===== config.mk =====
export PLATFORM = sky130hd
export DESIGN_NAME = btb_ras_predictor
export DESIGN_NICKNAME = d
export VERILOG_FILES = /design/src/rtl/bpred_pkg.sv /design/src/rtl/bpred_table.sv /design/src/rtl/bpred_rstack.sv /design/src/rtl/btb_ras_predictor.sv
export SDC_FILE = /design/constraint.sdc
export NUM_CORES = 2
export LEC_CHECK = 0
export CAP_MARGIN = 10
export CORE_MARGIN = 5
export CORE_UTILIZATION = 60
export DETAILED_ROUTE_END_ITERATION = 8
export PLACE_DENSITY = 0.76
export SETUP_SLACK_MARGIN = 0.05
export SYNTH_ARGS = -nofsm -noshare
export SYNTH_HDL_FRONTEND = slang
export SYNTH_HIERARCHICAL = 1
export SYNTH_SLANG_ARGS = --single-unit

===== constraint.sdc =====
create_clock -name clk -period 15.2 [get_ports clk]
set_input_delay 3.8 -clock clk [delete_from_list [all_inputs] [get_ports clk]]
set_output_delay 3.8 -clock clk [all_outputs]
set_load 0.05 [all_outputs]

===== src/rtl/bpred_pkg.sv =====
package bpred_pkg;

   typedef logic [1:0] dir_ctr_t;

   localparam dir_ctr_t CTR_WEAK_TAKEN = 2'd2;
   localparam dir_ctr_t CTR_MAX        = 2'd3;
   localparam dir_ctr_t CTR_MIN        = 2'd0;

   function automatic dir_ctr_t ctr_step(input dir_ctr_t cur, input logic taken);
      dir_ctr_t nxt;
      nxt = cur;
      if (taken && cur != CTR_MAX)
         nxt = cur + 2'd1;
      else if (!taken && cur != CTR_MIN)
         nxt = cur - 2'd1;
      return nxt;
   endfunction

   function automatic logic ctr_says_taken(input dir_ctr_t cur);
      return cur[1];
   endfunction

endpackage


===== src/rtl/bpred_table.sv =====
module bpred_table
   import bpred_pkg::*;
#(
   parameter int ADDR_W = 32,
   parameter int IDX_W  = 6
) (
   input  logic              clk,
   input  logic              rst_n,
   input  logic [IDX_W-1:0]  rd_idx,
   input  logic [ADDR_W-IDX_W-3:0] rd_tag,
   output logic              rd_hit,
   output dir_ctr_t          rd_ctr,
   output logic [ADDR_W-1:0] rd_tgt,
   output logic              rd_ret,
   input  logic              wr_en,
   input  logic [IDX_W-1:0]  wr_idx,
   input  logic [ADDR_W-IDX_W-3:0] wr_tag,
   input  logic              wr_taken,
   input  logic [ADDR_W-1:0] wr_tgt,
   input  logic              wr_ret
);
   localparam int ENTRIES = 1 << IDX_W;
   localparam int TAG_W   = ADDR_W - IDX_W - 2;

   logic [ENTRIES-1:0] vld_q;
   logic [TAG_W-1:0]   tag_q [ENTRIES];
   logic [ADDR_W-1:0]  tgt_q [ENTRIES];
   dir_ctr_t           ctr_q [ENTRIES];
   logic [ENTRIES-1:0] ret_q;

   // read port: pure combinational view of the registered state
   assign rd_hit = vld_q[rd_idx] && (tag_q[rd_idx] == rd_tag);
   assign rd_ctr = ctr_q[rd_idx];
   assign rd_tgt = tgt_q[rd_idx];
   assign rd_ret = ret_q[rd_idx];

   logic wr_match, wr_alloc, wr_refresh;
   assign wr_match   = vld_q[wr_idx] && (tag_q[wr_idx] == wr_tag);
   assign wr_refresh = wr_en && wr_match;
   assign wr_alloc   = wr_en && !wr_match && wr_taken;

   always_ff @(posedge clk or negedge rst_n) begin
      if (!rst_n)
         vld_q <= '0;
      else if (wr_alloc)
         vld_q[wr_idx] <= 1'b1;
   end

   always_ff @(posedge clk) begin
      if (wr_alloc) begin
         tag_q[wr_idx] <= wr_tag;
         tgt_q[wr_idx] <= wr_tgt;
         ctr_q[wr_idx] <= CTR_WEAK_TAKEN;
         ret_q[wr_idx] <= wr_ret;
      end else if (wr_refresh) begin
         ctr_q[wr_idx] <= ctr_step(ctr_q[wr_idx], wr_taken);
         ret_q[wr_idx] <= wr_ret;
         if (wr_taken)
            tgt_q[wr_idx] <= wr_tgt;
      end
   end

endmodule


===== src/rtl/bpred_rstack.sv =====
module bpred_rstack #(
   parameter int ADDR_W = 32,
   parameter int DEPTH  = 8
) (
   input  logic              clk,
   input  logic              rst_n,
   input  logic              push,
   input  logic [ADDR_W-1:0] push_val,
   input  logic              pop,
   output logic [ADDR_W-1:0] top,
   output logic              empty
);
   localparam int PTR_W = (DEPTH > 1) ? $clog2(DEPTH) : 1;
   localparam int CNT_W = $clog2(DEPTH + 1);
   localparam logic [CNT_W-1:0] FULL_CNT = CNT_W'(DEPTH);
   localparam logic [PTR_W-1:0] LAST_PTR = PTR_W'(DEPTH - 1);

   logic [ADDR_W-1:0] mem [DEPTH];
   logic [PTR_W-1:0]  ptr_q, ptr_inc, ptr_dec;
   logic [CNT_W-1:0]  cnt_q;

   generate
      if ((1 << PTR_W) == DEPTH) begin : g_pow2
         assign ptr_inc = ptr_q + 1'b1;
         assign ptr_dec = ptr_q - 1'b1;
      end else begin : g_mod
         assign ptr_inc = (ptr_q == LAST_PTR) ? '0 : ptr_q + 1'b1;
         assign ptr_dec = (ptr_q == '0) ? LAST_PTR : ptr_q - 1'b1;
      end
   endgenerate

   assign top   = mem[ptr_dec];
   assign empty = (cnt_q == '0);

   always_ff @(posedge clk or negedge rst_n) begin
      if (!rst_n) begin
         ptr_q <= '0;
         cnt_q <= '0;
      end else begin
         unique case ({push, pop})
            2'b10: begin
               ptr_q <= ptr_inc;
               if (cnt_q != FULL_CNT)
                  cnt_q <= cnt_q + 1'b1;
            end
            2'b01: begin
               ptr_q <= ptr_dec;
               cnt_q <= cnt_q - 1'b1;
            end
            default: ;
         endcase
      end
   end

   always_ff @(posedge clk) begin
      if (push && !pop)
         mem[ptr_q] <= push_val;
      else if (push && pop)
         mem[ptr_dec] <= push_val;
   end

endmodule


===== src/rtl/btb_ras_predictor.sv =====
module btb_ras_predictor
   import bpred_pkg::*;
#(
   parameter int ADDR_W    = 32,
   parameter int IDX_W     = 6,
   parameter int RAS_DEPTH = 8
) (
   input  logic              clk,
   input  logic              rst_n,
   input  logic              fetch_valid,
   input  logic [ADDR_W-1:0] fetch_pc,
   output logic              pred_hit,
   output logic              pred_taken,
   output logic              pred_is_ret,
   output logic [ADDR_W-1:0] pred_target,
   input  logic              call_valid,
   input  logic [ADDR_W-1:0] call_pc,
   input  logic              upd_valid,
   input  logic [ADDR_W-1:0] upd_pc,
   input  logic              upd_taken,
   input  logic [ADDR_W-1:0] upd_target,
   input  logic              upd_is_ret
);
   localparam int TAG_W = ADDR_W - IDX_W - 2;
   localparam logic [ADDR_W-1:0] INSN_BYTES = ADDR_W'(4);

   generate
      if (TAG_W < 1) begin : g_bad_tag
         $error("address too narrow for the chosen index width");
      end
      if (RAS_DEPTH < 2) begin : g_bad_ras
         $error("return stack needs at least two entries");
      end
   endgenerate

   logic [IDX_W-1:0] f_idx, u_idx;
   logic [TAG_W-1:0] f_tag, u_tag;
   logic             upd_pc_unused;

   assign f_idx = fetch_pc[IDX_W+1:2];
   assign f_tag = fetch_pc[ADDR_W-1:IDX_W+2];
   assign u_idx = upd_pc[IDX_W+1:2];
   assign u_tag = upd_pc[ADDR_W-1:IDX_W+2];
   assign upd_pc_unused = ^upd_pc[1:0];

   logic              tb_hit, tb_ret;
   dir_ctr_t          tb_ctr;
   logic [ADDR_W-1:0] tb_tgt;

   bpred_table #(.ADDR_W(ADDR_W), .IDX_W(IDX_W)) u_table (
      .clk      (clk),
      .rst_n    (rst_n),
      .rd_idx   (f_idx),
      .rd_tag   (f_tag),
      .rd_hit   (tb_hit),
      .rd_ctr   (tb_ctr),
      .rd_tgt   (tb_tgt),
      .rd_ret   (tb_ret),
      .wr_en    (upd_valid),
      .wr_idx   (u_idx),
      .wr_tag   (u_tag),
      .wr_taken (upd_taken),
      .wr_tgt   (upd_target),
      .wr_ret   (upd_is_ret)
   );

   logic              rs_pop, rs_empty;
   logic [ADDR_W-1:0] rs_top;

   bpred_rstack #(.ADDR_W(ADDR_W), .DEPTH(RAS_DEPTH)) u_rstack (
      .clk      (clk),
      .rst_n    (rst_n),
      .push     (call_valid),
      .push_val (call_pc + INSN_BYTES),
      .pop      (rs_pop),
      .top      (rs_top),
      .empty    (rs_empty)
   );

   logic tag_hit, br_hit, br_taken;
   logic [ADDR_W-1:0] seq_pc;

   assign seq_pc   = fetch_pc + INSN_BYTES;
   assign tag_hit  = fetch_valid && tb_hit;
   assign rs_pop   = tag_hit && tb_ret && !rs_empty;
   assign br_hit   = tag_hit && !tb_ret;
   assign br_taken = br_hit && ctr_says_taken(tb_ctr);

   always_comb begin
      pred_hit    = br_hit || rs_pop;
      pred_is_ret = rs_pop;
      pred_taken  = br_taken || rs_pop;
      if (rs_pop)
         pred_target = rs_top;
      else if (br_taken)
         pred_target = tb_tgt;
      else
         pred_target = seq_pc;
   end

endmodule


==> flow_summary.json <==
{
  "core_um2": 288000,
  "grt_pass1_vias": 97310,
  "cp-endpoint": "pred_target[11]",
  "syn_inst": 8168,
  "reg2reg_slack_ns": 7.97,
  "synth_nets": 8314,
  "finalInstanceArea_um2": 194000,
  "rows": 197,
  "relSlewSlack_pct": 11.3,
  "p_leak_nw": 61.2,
  "h-tree-depth": 5,
  "seq_area_um2": 123000,
  "hp-class": "flop to flop",
  "cap_violations": 0,
  "end_kind": "output port",
  "post-route-period-util_pct": 98.3,
  "vias": 97348,
  "postCtsResizedCells": 0,
  "grt_overflow_total": 0,
  "hold_viol": 0,
  "grt_max_degree": 132,
  "rsz0062_at_grt": "no",
  "start_kind": "primary input",
  "syn_to_final_growth_pct": 11.5,
  "fin_ws_ns": 0.264,
  "p_int_mw": 19.1,
  "grt_pass1_wl_mm": 751,
  "power.switching_mw": 5.80,
  "clock-sinks": 4103,
  "die_h_um": 548,
  "place_inst": 11838,
  "clk_path_buf_depth": 4,
  "final_max_slew_viol_count": 0,
  "firstDrtPassIters": 8,
  "holdWs_ns": 0.485,
  "setup_viol": 0,
  "arrival_ns": 11.14,
  "cts_hold_buf": 0,
  "path_max_fanout": 97,
  "worst_pin_slew_ns": 1.33,
  "viasPerCell": 7.73,
  "dpl.hpwl_mm": 279,
  "peakVddDrop_mv": 0.142,
  "power_density_nw_per_um2": 129,
  "placed_area_um2": 181000,
  "switching_share_pct": 23.3,
  "status": "finished, final reports clean",
  "clock_latency_ns": 1.00,
  "yosysWarningCount": 6,
  "dieArea_um2": 300000,
  "cp-startpoint": "fetch_pc[2]",
  "rr_endpoint": "u_rstack/mem[3][27]$_DFFE_PP_",
  "drc": 0,
  "clockRootBuffer": "clkbuf_16",
  "cts_tree": "built",
  "drive_gt1_share_pct": 31.5,
  "syn_area_um2": 174000,
  "fin_util_pct": 67.2,
  "clk_pin_slew_ns": 0.06,
  "final_nets": 8604,
  "cts_made_buffers": 399,
  "instances_no_fill": 12589,
  "multi_input_area_um2": 48900,
  "power_frac_clock_pct": 39.5,
  "r2r-start": "u_table/tag_q[63][15]$_DFFE_PP_",
  "antenna_found_initial": 31,
  "n_fill_cell": 17139,
  "wl_per_cell_um": 43.0,
  "start_util_pct": 60.3,
  "r2r_cells": 15,
  "track_usage_pct": 35.9,
  "finalClockSkew_ns": 0.0767,
  "numPortBuffers": 167,
  "drtIter0Drc": 18260,
  "required_ns": 11.40,
  "cts_setup_buffers": 0,
  "critPathKind": "primary input to output port",
  "total_power_mw": 24.9,
  "wl_mm": 542,
  "synth.avg_cell_area_um2": 21.3,
  "clock.fmax_mhz": 67.0,
  "seq_power_share_pct": 50.9,
  "ant_nets": 0,
  "comb_power_share_pct": 9.5,
  "dp_slack_ns": 0.609,
  "gp_congestion": 0.881,
  "fin_crit_ns": 14.94,
  "die_w_um": 548,
  "io_pins": 170,
  "tns_ns": 0
}
==> registers in the layout, indices dropped and copies added, names as in the netlist <==
register,cells
u_rstack/cnt_q,4
u_table/ret_q,64
u_table/vld_q,64
u_table/tag_q,1536
u_rstack/ptr_q,3
u_table/tgt_q,2048
u_rstack/mem,256
u_table/ctr_q,128
==> power by group through the flow <==
stage	sequential, mW	combinational [mW]	clock [mW]
3_3_place_gp	12.9	2.25	0
6_report	12.7	2.38	9.85
4_1_cts	12.7	2.34	9.88
2_1_floorplan	12.9	1.51	0
3_5_place_dp	12.9	2.30	0
5_1_grt	12.7	2.45	10.4
==> worst min path at each step <==
| stage | slack [ns] | start | depth (start not counted) | endpoint |
|---|---|---|---|---|
| floorplan | 0.44 | u_table/vld_q[14]$_DFFE_PN0P_ | 1 | u_table/vld_q[14]$_DFFE_PN0P_ |
| global placement | 0.45 | u_table/vld_q[5]$_DFFE_PN0P_ | 1 | u_table/vld_q[5]$_DFFE_PN0P_ |
| detailed placement | 0.46 | u_table/vld_q[59]$_DFFE_PN0P_ | 1 | u_table/vld_q[59]$_DFFE_PN0P_ |
| CTS | 0.48 | u_table/vld_q[58]$_DFFE_PN0P_ | 1 | u_table/vld_q[58]$_DFFE_PN0P_ |
| global route | 0.50 | u_table/vld_q[21]$_DFFE_PN0P_ | 1 | u_table/vld_q[21]$_DFFE_PN0P_ |
| finish | 0.49 | u_table/vld_q[21]$_DFFE_PN0P_ | 1 | u_table/vld_q[21]$_DFFE_PN0P_ |
==> final cells by class <==
type | count | share of cell area (%)
Antenna cell | 29 | 0.0375
Clock inverter | 242 | 1.21
Tap cell | 3781 | 2.44
Multi-Input combinational cell | 3438 | 25.2
Sequential cell | 4103 | 63.4
Inverter | 37 | 0.0736
Clock buffer | 480 | 5.37
Timing Repair Buffer | 479 | 2.21
==> cells in the final DEF, fill, tap and decap left out, drive strengths merged, types with 47 or more instances in the layout <==
cell type	instances
mux4	1543
clkdlybuf4s50	65
edfxtp	4032
a221oi	83
dfrtp	71
nor3	68
nand2	210
nand3	70
inv	47
clkinv	185
xnor2	65
a22oi	124
clkbuf	480
mux2i	210
a21oi	188
o21ai	83
o22ai	47
nor2	142
mux2	76
buf	414
==> per-layer routing <==
layer	GRT usage, %	routed length [µm]	vias up
met3	10.2	76500	2033
li1	-	-	35827
met4	25.0	45700	6
met2	54.0	249000	9403
met1	45.9	170000	50079
met5	0	41	-
==> critical path, stage by stage <==
cell      delay [ns]
buf_16          0.33
buf_12          0.38
mux4_2          0.55
mux4_2          0.49
mux4_2          0.60
xor2_1          0.19
nor4_1          0.88
nand4_1         0.51
nor4_1          0.73
nand4b_1        0.17
buf_4           0.25
inv_2           0.47
nor2_1          0.22
inv_1           0.53
a21oi_1         0.10
nor2_1          0.22
buf_12          0.17
Power figures use the tool's default switching activity.
